===== src/rtl/sysctl_pkg.sv =====
package sysctl_pkg;

    // Address map (byte offsets)
    localparam int OFS_RSTCTL = 'h008;
    localparam int OFS_DETCTL = 'h018;
    localparam int OFS_PORCODE = 'h024;
    localparam int OFS_KEY = 'h100;

    // Key bytes, in required order
    localparam logic [7:0] KEY_BYTE1 = 8'h59;
    localparam logic [7:0] KEY_BYTE2 = 8'h16;
    localparam logic [7:0] KEY_BYTE3 = 8'h88;

    localparam int CODE_W = 16;
    localparam logic [CODE_W-1:0] POR_OFF_CODE = 16'h5AA5;

    // Number of self-clearing reset request bits
    localparam int N_ONESHOT = 2;

    typedef enum logic [1:0] {
        ST_WAIT_K1 = 2'd0,
        ST_WAIT_K2 = 2'd1,
        ST_WAIT_K3 = 2'd2,
        ST_OPEN    = 2'd3
    } unlock_state_t;

    typedef struct packed {
        logic       lvr;
        logic       lowpwr;
        logic       rst_sel;
        logic [1:0] level;
        logic       en;
    } det_cfg_t;

endpackage


===== src/rtl/sysctl_unlock_fsm.sv =====
module sysctl_unlock_fsm
    import sysctl_pkg::*;
(
    input  logic       clk,
    input  logic       rst_n,
    input  logic       wr_key,
    input  logic [7:0] key_byte,
    output logic       unlocked
);

    unlock_state_t st_q, st_d;

    // State register
    always_ff @(posedge clk or negedge rst_n) begin
        if (!rst_n) st_q <= ST_WAIT_K1;
        else        st_q <= st_d;
    end

    // Next state: only writes to the key address move the machine
    always_comb begin
        st_d = st_q;
        if (wr_key) begin
            unique case (st_q)
                ST_WAIT_K1: st_d = (key_byte == KEY_BYTE1) ? ST_WAIT_K2 : ST_WAIT_K1;
                ST_WAIT_K2: st_d = (key_byte == KEY_BYTE2) ? ST_WAIT_K3 : ST_WAIT_K1;
                ST_WAIT_K3: st_d = (key_byte == KEY_BYTE3) ? ST_OPEN    : ST_WAIT_K1;
                ST_OPEN:    st_d = ST_WAIT_K1;
                default:    st_d = ST_WAIT_K1;
            endcase
        end
    end

    // Registered output aligned with the state register
    always_ff @(posedge clk or negedge rst_n) begin
        if (!rst_n) unlocked <= 1'b0;
        else        unlocked <= (st_d == ST_OPEN);
    end

endmodule


===== src/rtl/sysctl_oneshot.sv =====
module sysctl_oneshot #(
    parameter int PULSE_CYCLES = 2
) (
    input  logic clk,
    input  logic rst_n,
    input  logic fire,
    output logic pulse
);

    localparam int CW = $clog2(PULSE_CYCLES + 1);

    logic [CW-1:0] left_q;

    // Remaining high cycles; a new fire restarts the window
    always_ff @(posedge clk or negedge rst_n) begin
        if (!rst_n)              left_q <= '0;
        else if (fire)           left_q <= CW'(PULSE_CYCLES);
        else if (left_q != '0)   left_q <= left_q - 1'b1;
    end

    assign pulse = (left_q != '0);

endmodule


===== src/rtl/sysctl_guard_regs.sv =====
module sysctl_guard_regs
    import sysctl_pkg::*;
#(
    parameter int ADDR_W       = 9,
    parameter int DATA_W       = 32,
    parameter int PULSE_CYCLES = 2
) (
    input  logic              clk,
    input  logic              rst_n,
    input  logic              bus_we,
    input  logic [ADDR_W-1:0] bus_addr,
    input  logic [DATA_W-1:0] bus_wdata,
    output logic [DATA_W-1:0] bus_rdata,
    input  logic              det_cmp_in,
    input  logic              det_cross_pulse,
    output logic              chip_rst_req,
    output logic              cpu_rst_req,
    output logic              busctl_rst_req,
    output logic              por_disable,
    output logic              det_en,
    output logic [1:0]        det_level,
    output logic              det_rst_sel,
    output logic              det_lowpwr,
    output logic              lvr_en
);

    localparam logic [ADDR_W-1:0] A_RST  = ADDR_W'(OFS_RSTCTL);
    localparam logic [ADDR_W-1:0] A_DET  = ADDR_W'(OFS_DETCTL);
    localparam logic [ADDR_W-1:0] A_POR  = ADDR_W'(OFS_PORCODE);
    localparam logic [ADDR_W-1:0] A_KEY  = ADDR_W'(OFS_KEY);

    wire unused_wdata_hi = ^bus_wdata[DATA_W-1:CODE_W];

    // Address decode
    logic wr_rst, wr_det, wr_por, wr_key;
    assign wr_rst = bus_we && (bus_addr == A_RST);
    assign wr_det = bus_we && (bus_addr == A_DET);
    assign wr_por = bus_we && (bus_addr == A_POR);
    assign wr_key = bus_we && (bus_addr == A_KEY);

    // Key gate
    logic unlocked;
    sysctl_unlock_fsm u_gate (
        .clk      (clk),
        .rst_n    (rst_n),
        .wr_key   (wr_key),
        .key_byte (bus_wdata[7:0]),
        .unlocked (unlocked)
    );

    // Self-clearing reset requests: bit 0 chip, bit 1 CPU
    logic [N_ONESHOT-1:0] shot;
    for (genvar i = 0; i < N_ONESHOT; i++) begin : g_shot
        sysctl_oneshot #(.PULSE_CYCLES(PULSE_CYCLES)) u_shot (
            .clk   (clk),
            .rst_n (rst_n),
            .fire  (wr_rst && unlocked && bus_wdata[i]),
            .pulse (shot[i])
        );
    end
    assign chip_rst_req = shot[0];
    assign cpu_rst_req  = shot[1];

    // Held bus-controller reset request (bit 3)
    logic busctl_q;
    always_ff @(posedge clk or negedge rst_n) begin
        if (!rst_n)                   busctl_q <= 1'b0;
        else if (wr_rst && unlocked)  busctl_q <= bus_wdata[3];
    end
    assign busctl_rst_req = busctl_q;

    // Power-on-reset disable code
    logic [CODE_W-1:0] por_code_q;
    always_ff @(posedge clk or negedge rst_n) begin
        if (!rst_n)                   por_code_q <= '0;
        else if (wr_por && unlocked)  por_code_q <= bus_wdata[CODE_W-1:0];
    end
    assign por_disable = (por_code_q == POR_OFF_CODE);

    // Detector configuration (guarded fields)
    det_cfg_t cfg_q;
    always_ff @(posedge clk or negedge rst_n) begin
        if (!rst_n) begin
            cfg_q <= '0;
        end else if (wr_det && unlocked) begin
            cfg_q.en      <= bus_wdata[0];
            cfg_q.level   <= bus_wdata[2:1];
            cfg_q.rst_sel <= bus_wdata[3];
            cfg_q.lowpwr  <= bus_wdata[5];
            cfg_q.lvr     <= bus_wdata[7];
        end
    end
    assign det_en      = cfg_q.en;
    assign det_level   = cfg_q.level;
    assign det_rst_sel = cfg_q.rst_sel;
    assign det_lowpwr  = cfg_q.lowpwr;
    assign lvr_en      = cfg_q.lvr;

    // Crossing flag: hardware set has priority over write-1-to-clear
    logic det_flag_q;
    always_ff @(posedge clk or negedge rst_n) begin
        if (!rst_n)                         det_flag_q <= 1'b0;
        else if (det_cross_pulse)           det_flag_q <= 1'b1;
        else if (wr_det && bus_wdata[4])    det_flag_q <= 1'b0;
    end

    logic cmp_seen;
    assign cmp_seen = det_cmp_in && cfg_q.en;

    // Read mux
    always_comb begin
        bus_rdata = '0;
        case (bus_addr)
            A_RST: bus_rdata = DATA_W'({busctl_q, 1'b0, shot[1], shot[0]});
            A_DET: bus_rdata = DATA_W'({cfg_q.lvr, cmp_seen, cfg_q.lowpwr, det_flag_q,
                                        cfg_q.rst_sel, cfg_q.level, cfg_q.en});
            A_POR: bus_rdata = DATA_W'(por_code_q);
            A_KEY: bus_rdata = DATA_W'(unlocked);
            default: bus_rdata = '0;
        endcase
    end

endmodule


===== config.mk =====
export PLATFORM = sky130hd
export DESIGN_NAME = sysctl_guard_regs
export DESIGN_NICKNAME = d
export VERILOG_FILES = /design/src/rtl/sysctl_pkg.sv /design/src/rtl/sysctl_unlock_fsm.sv /design/src/rtl/sysctl_oneshot.sv /design/src/rtl/sysctl_guard_regs.sv
export SDC_FILE = /design/constraint.sdc
export NUM_CORES = 1
export LEC_CHECK = 0
export ABC_AREA = 0
export BUFFER_PORTS_ARGS = -buffer_cell sky130_fd_sc_hd__buf_2
export CAP_MARGIN = 10
export CORE_ASPECT_RATIO = 1.5
export CORE_MARGIN = 3
export CORE_UTILIZATION = 50
export DETAILED_ROUTE_END_ITERATION = 10
export GPL_TIMING_DRIVEN = 0
export PLACE_DENSITY = 0.88
export SLEW_MARGIN = 15
export SYNTH_ARGS = -nofsm -noshare
export SYNTH_HDL_FRONTEND = slang
export SYNTH_SLANG_ARGS = --single-unit

===== constraint.sdc =====
create_clock -name clk -period 2.76 [get_ports clk]
set_input_delay 0.276 -clock clk [delete_from_list [all_inputs] [get_ports clk]]
set_output_delay 0.276 -clock clk [all_outputs]
set_load 0.01 [all_outputs]

==> run_results.csv <==
group,metric,value,unit
status,status,"finished, final reports clean",
worst_setup_path,worst-r2r-cell-count,4,
power_and_ir_drop,finalPower,1.00,mW
cells_and_area,nNetsFinal,284,
hold_path,hp-class,"primary input to async pin",
yosys,synth.largest_area_cell,"dfrtp_1",
clock_tree,post_cts_resized,0,
yosys,synthAdderAreaFrac,0.0138,
placement,dpl.cell_count,271,
yosys,synth_xor_area_frac,0.00965,
floorplan,core,3450,µm²
route,drc,0,
floorplan,start_util,0.526,
clock_tree,htree_levels,2,
global_route,overflow,0,
route,ant_nets,0,
yosys,synthArstFlopShare,1.00,
yosys,ys_types,42,
sta,final_hold_viol_count,0,
placement,dpl.hpwl,3.30,mm
yosys,avgSynthCellArea,11.3,µm²
power_and_ir_drop,p_sw,0.219,mW
worst_setup_path,timing.rr.start,"u_gate.st_q[0]$_DFF_PN0_",
power_and_ir_drop,p_int,0.783,mW
global_route,grt_pass1_vias,1526,
route,routedWlPerCell,15.2,µm
power_and_ir_drop,p_seq_frac,0.454,
yosys,ys_top_cells_by_area,"dfrtp_1 (43%), mux2_4 (13%), buf_4 (7.0%)",
sta,layout_min_cycle_time,2.40,ns
floorplan,dieArea,4400,µm²
worst_setup_path,path_class,"primary input to primary output",
sta,setup_viol,0,
worst_setup_path,ff2ff_setup_slack,1.08,ns
floorplan,die_w,55.2,µm
sta,worstMarginPinSlew,0.720,ns
cells_and_area,final_common_cell,"buf_2",
yosys,synth.area.mux_share,0.187,
clock_tree,clock-sinks,31,
global_route,track_usage,0.203,
clock_tree,clkTransAtPathRegs,0.07,ns
global_route,grt_max_degree,32,
placement,pre_cts_slack,0.370,ns
yosys,yosysSeqAreaShare,0.427,
yosys,synth_top_flop_cell,"dfrtp_1",
sta,post-route-period-util,0.871,
cells_and_area,syn2layout_area_growth,27.4,%
worst_setup_path,arrival,2.13,ns
worst_setup_path,rr_endpoint,"u_gate.st_q[1]$_DFF_PN0_",
sta,max_freq,416,MHz
yosys,ys_ff_latch,31,
yosys,ys_warn_count,0,
power_and_ir_drop,pwr-share-comb,0.080,
power_and_ir_drop,clockPowerShare,0.466,
yosys,synth_top_family_by_area,"multiplexers",
power_and_ir_drop,ir_worst_vdd,0.450,mV
cells_and_area,final_cells,279,
sta,relSlewSlack,0.516,
clock_tree,post-cts-setup-buffers,0,
yosys,synth-compound-area-share,0.0813,
global_route,antenna_found_initial,0,
sta,rsz0062_at_grt,"no",
sta,tns,0,ns
floorplan,die_h,79.8,µm
route,drtIter0Drc,29,
power_and_ir_drop,cellPowerDensity,433,nW/µm²
clock_tree,ctsHoldBuffers,0,
clock_tree,cts_made_buffers,5,
worst_setup_path,end_kind,"primary output",
yosys,synthesis.area,1820,µm²
power_and_ir_drop,p_sw_frac,0.218,
yosys,yosys.area_share.simple,0.169,
floorplan,ioPinCount,88,
cells_and_area,antenna_cells,0,
clock_tree,ctsLongestPathBuffers,2,
job,cap_violations,0,
clock_tree,cts_tree,"yes",
placement,gp_congestion,0.816,
power_and_ir_drop,p_leak,1.24,nW
sta,whs,0.0164,ns
clock_tree,cts_root_buffer,"clkbuf_8",
cells_and_area,drive_gt1_frac,0.473,
yosys,yosys.area.top_type_share,0.427,
route,vias,1426,
sta,maxSlewViolCount,0,
cells_and_area,final_cell_mix,"buf_2 (54), dfrtp_1 (31), buf_4 (17), mux2_4 (16), conb_1 (16)",
yosys,syn-instance-count,160,
floorplan,num_rows,26,
route,firstDrtPassIters,4,
worst_setup_path,start_kind,"primary input",
route,viasPerCell,5.11,
sta,setup_slack,0.356,ns
placement,placement.io_buffers,54,
worst_setup_path,crit_required,2.48,ns
yosys,synth-edff-count,0,
clock_tree,clock_latency,0.29,ns
route,wl,4.23,mm
worst_setup_path,cp_max_fo,10,
sta,skew,0.00688,ns
global_route,grt_pass1_wl,6.92,mm
## how the worst max path moves through the flow
stage | from | to | cells past startpoint
6_report | bus_addr[3] | bus_rdata[1] | 7
5_1_grt | bus_addr[3] | bus_rdata[1] | 7
2_1_floorplan | bus_addr[4] | por_code_q[10]$_DFFE_PN0P_ | 7
4_1_cts | bus_addr[3] | bus_rdata[1] | 7
3_5_place_dp | bus_addr[3] | bus_rdata[1] | 7
3_3_place_gp | bus_addr[3] | bus_rdata[3] | 7
## through the flow
step / instance area (µm²) / utilization
floorplan: 1870 / -
global placement: 2190 / 0.636
detailed placement: 2190 / 0.636
CTS: 2310 / 0.671
global route: 2310 / 0.671
finish: 2310 / 0.671
## flip-flops by register name, indices dropped and copies added (netlist names), 2 cells and up
register,count
u_gate.st_q,2
det_level,2
g_shot.u_shot.left_q,4
por_code_q,16
## worst max-delay path, cell delays in order
cell,delay (ns)
buf_2,0.12
or4_4,0.55
nor4_4,0.43
clkbuf_1,0.39
nand2_1,0.12
o21ai_0,0.09
buf_2,0.15
## cell families after synthesis
group           Yosys count
compound gates           21
buf+inv                  28
flops                    31
xor+xnor                  2
fa+ha+maj                 2
other cells               1
mux                      25
simple gates             50
## layer usage
metal	global-route usage	vias up	wire length (µm)
met5	0	-	0
met4	0.0925	0	89
met3	0.0615	11	305
met2	0.372	46	2360
met1	0.209	679	1470
li1	-	690	-
## power by group through the flow
stage | combinational [mW] | clock [mW] | sequential (mW)
after CTS | 0.0800 | 0.468 | 0.454
final | 0.0802 | 0.467 | 0.454
after floorplan | 0.0396 | 0 | 0.463
after detailed placement | 0.0797 | 0 | 0.463
after global routing | 0.0894 | 0.496 | 0.454
after global placement | 0.0778 | 0 | 0.463
## Yosys cell counts, drive strengths merged, types with 3 or more instances
master  number
dfrtp       31
mux2        23
buf         20
and2         8
nand2        8
inv          7
nor2         7
a21oi        4
a22o         4
nand3        4
nor3         4
nor4         3
o21ai        3
o22ai        3
or2          3
## final cells by class
type | instances | area [µm²]
Inverter | 7 | 26.3
Fill cell | 301 | 1140
Multi-Input combinational cell | 116 | 896
Clock buffer | 6 | 82.6
Clock inverter | 2 | 35.0
Sequential cell | 31 | 776
Tap cell | 42 | 52.6
Buffer | 21 | 174
Timing Repair Buffer | 54 | 270
Note: power is estimated with default switching activity, not from simulation.
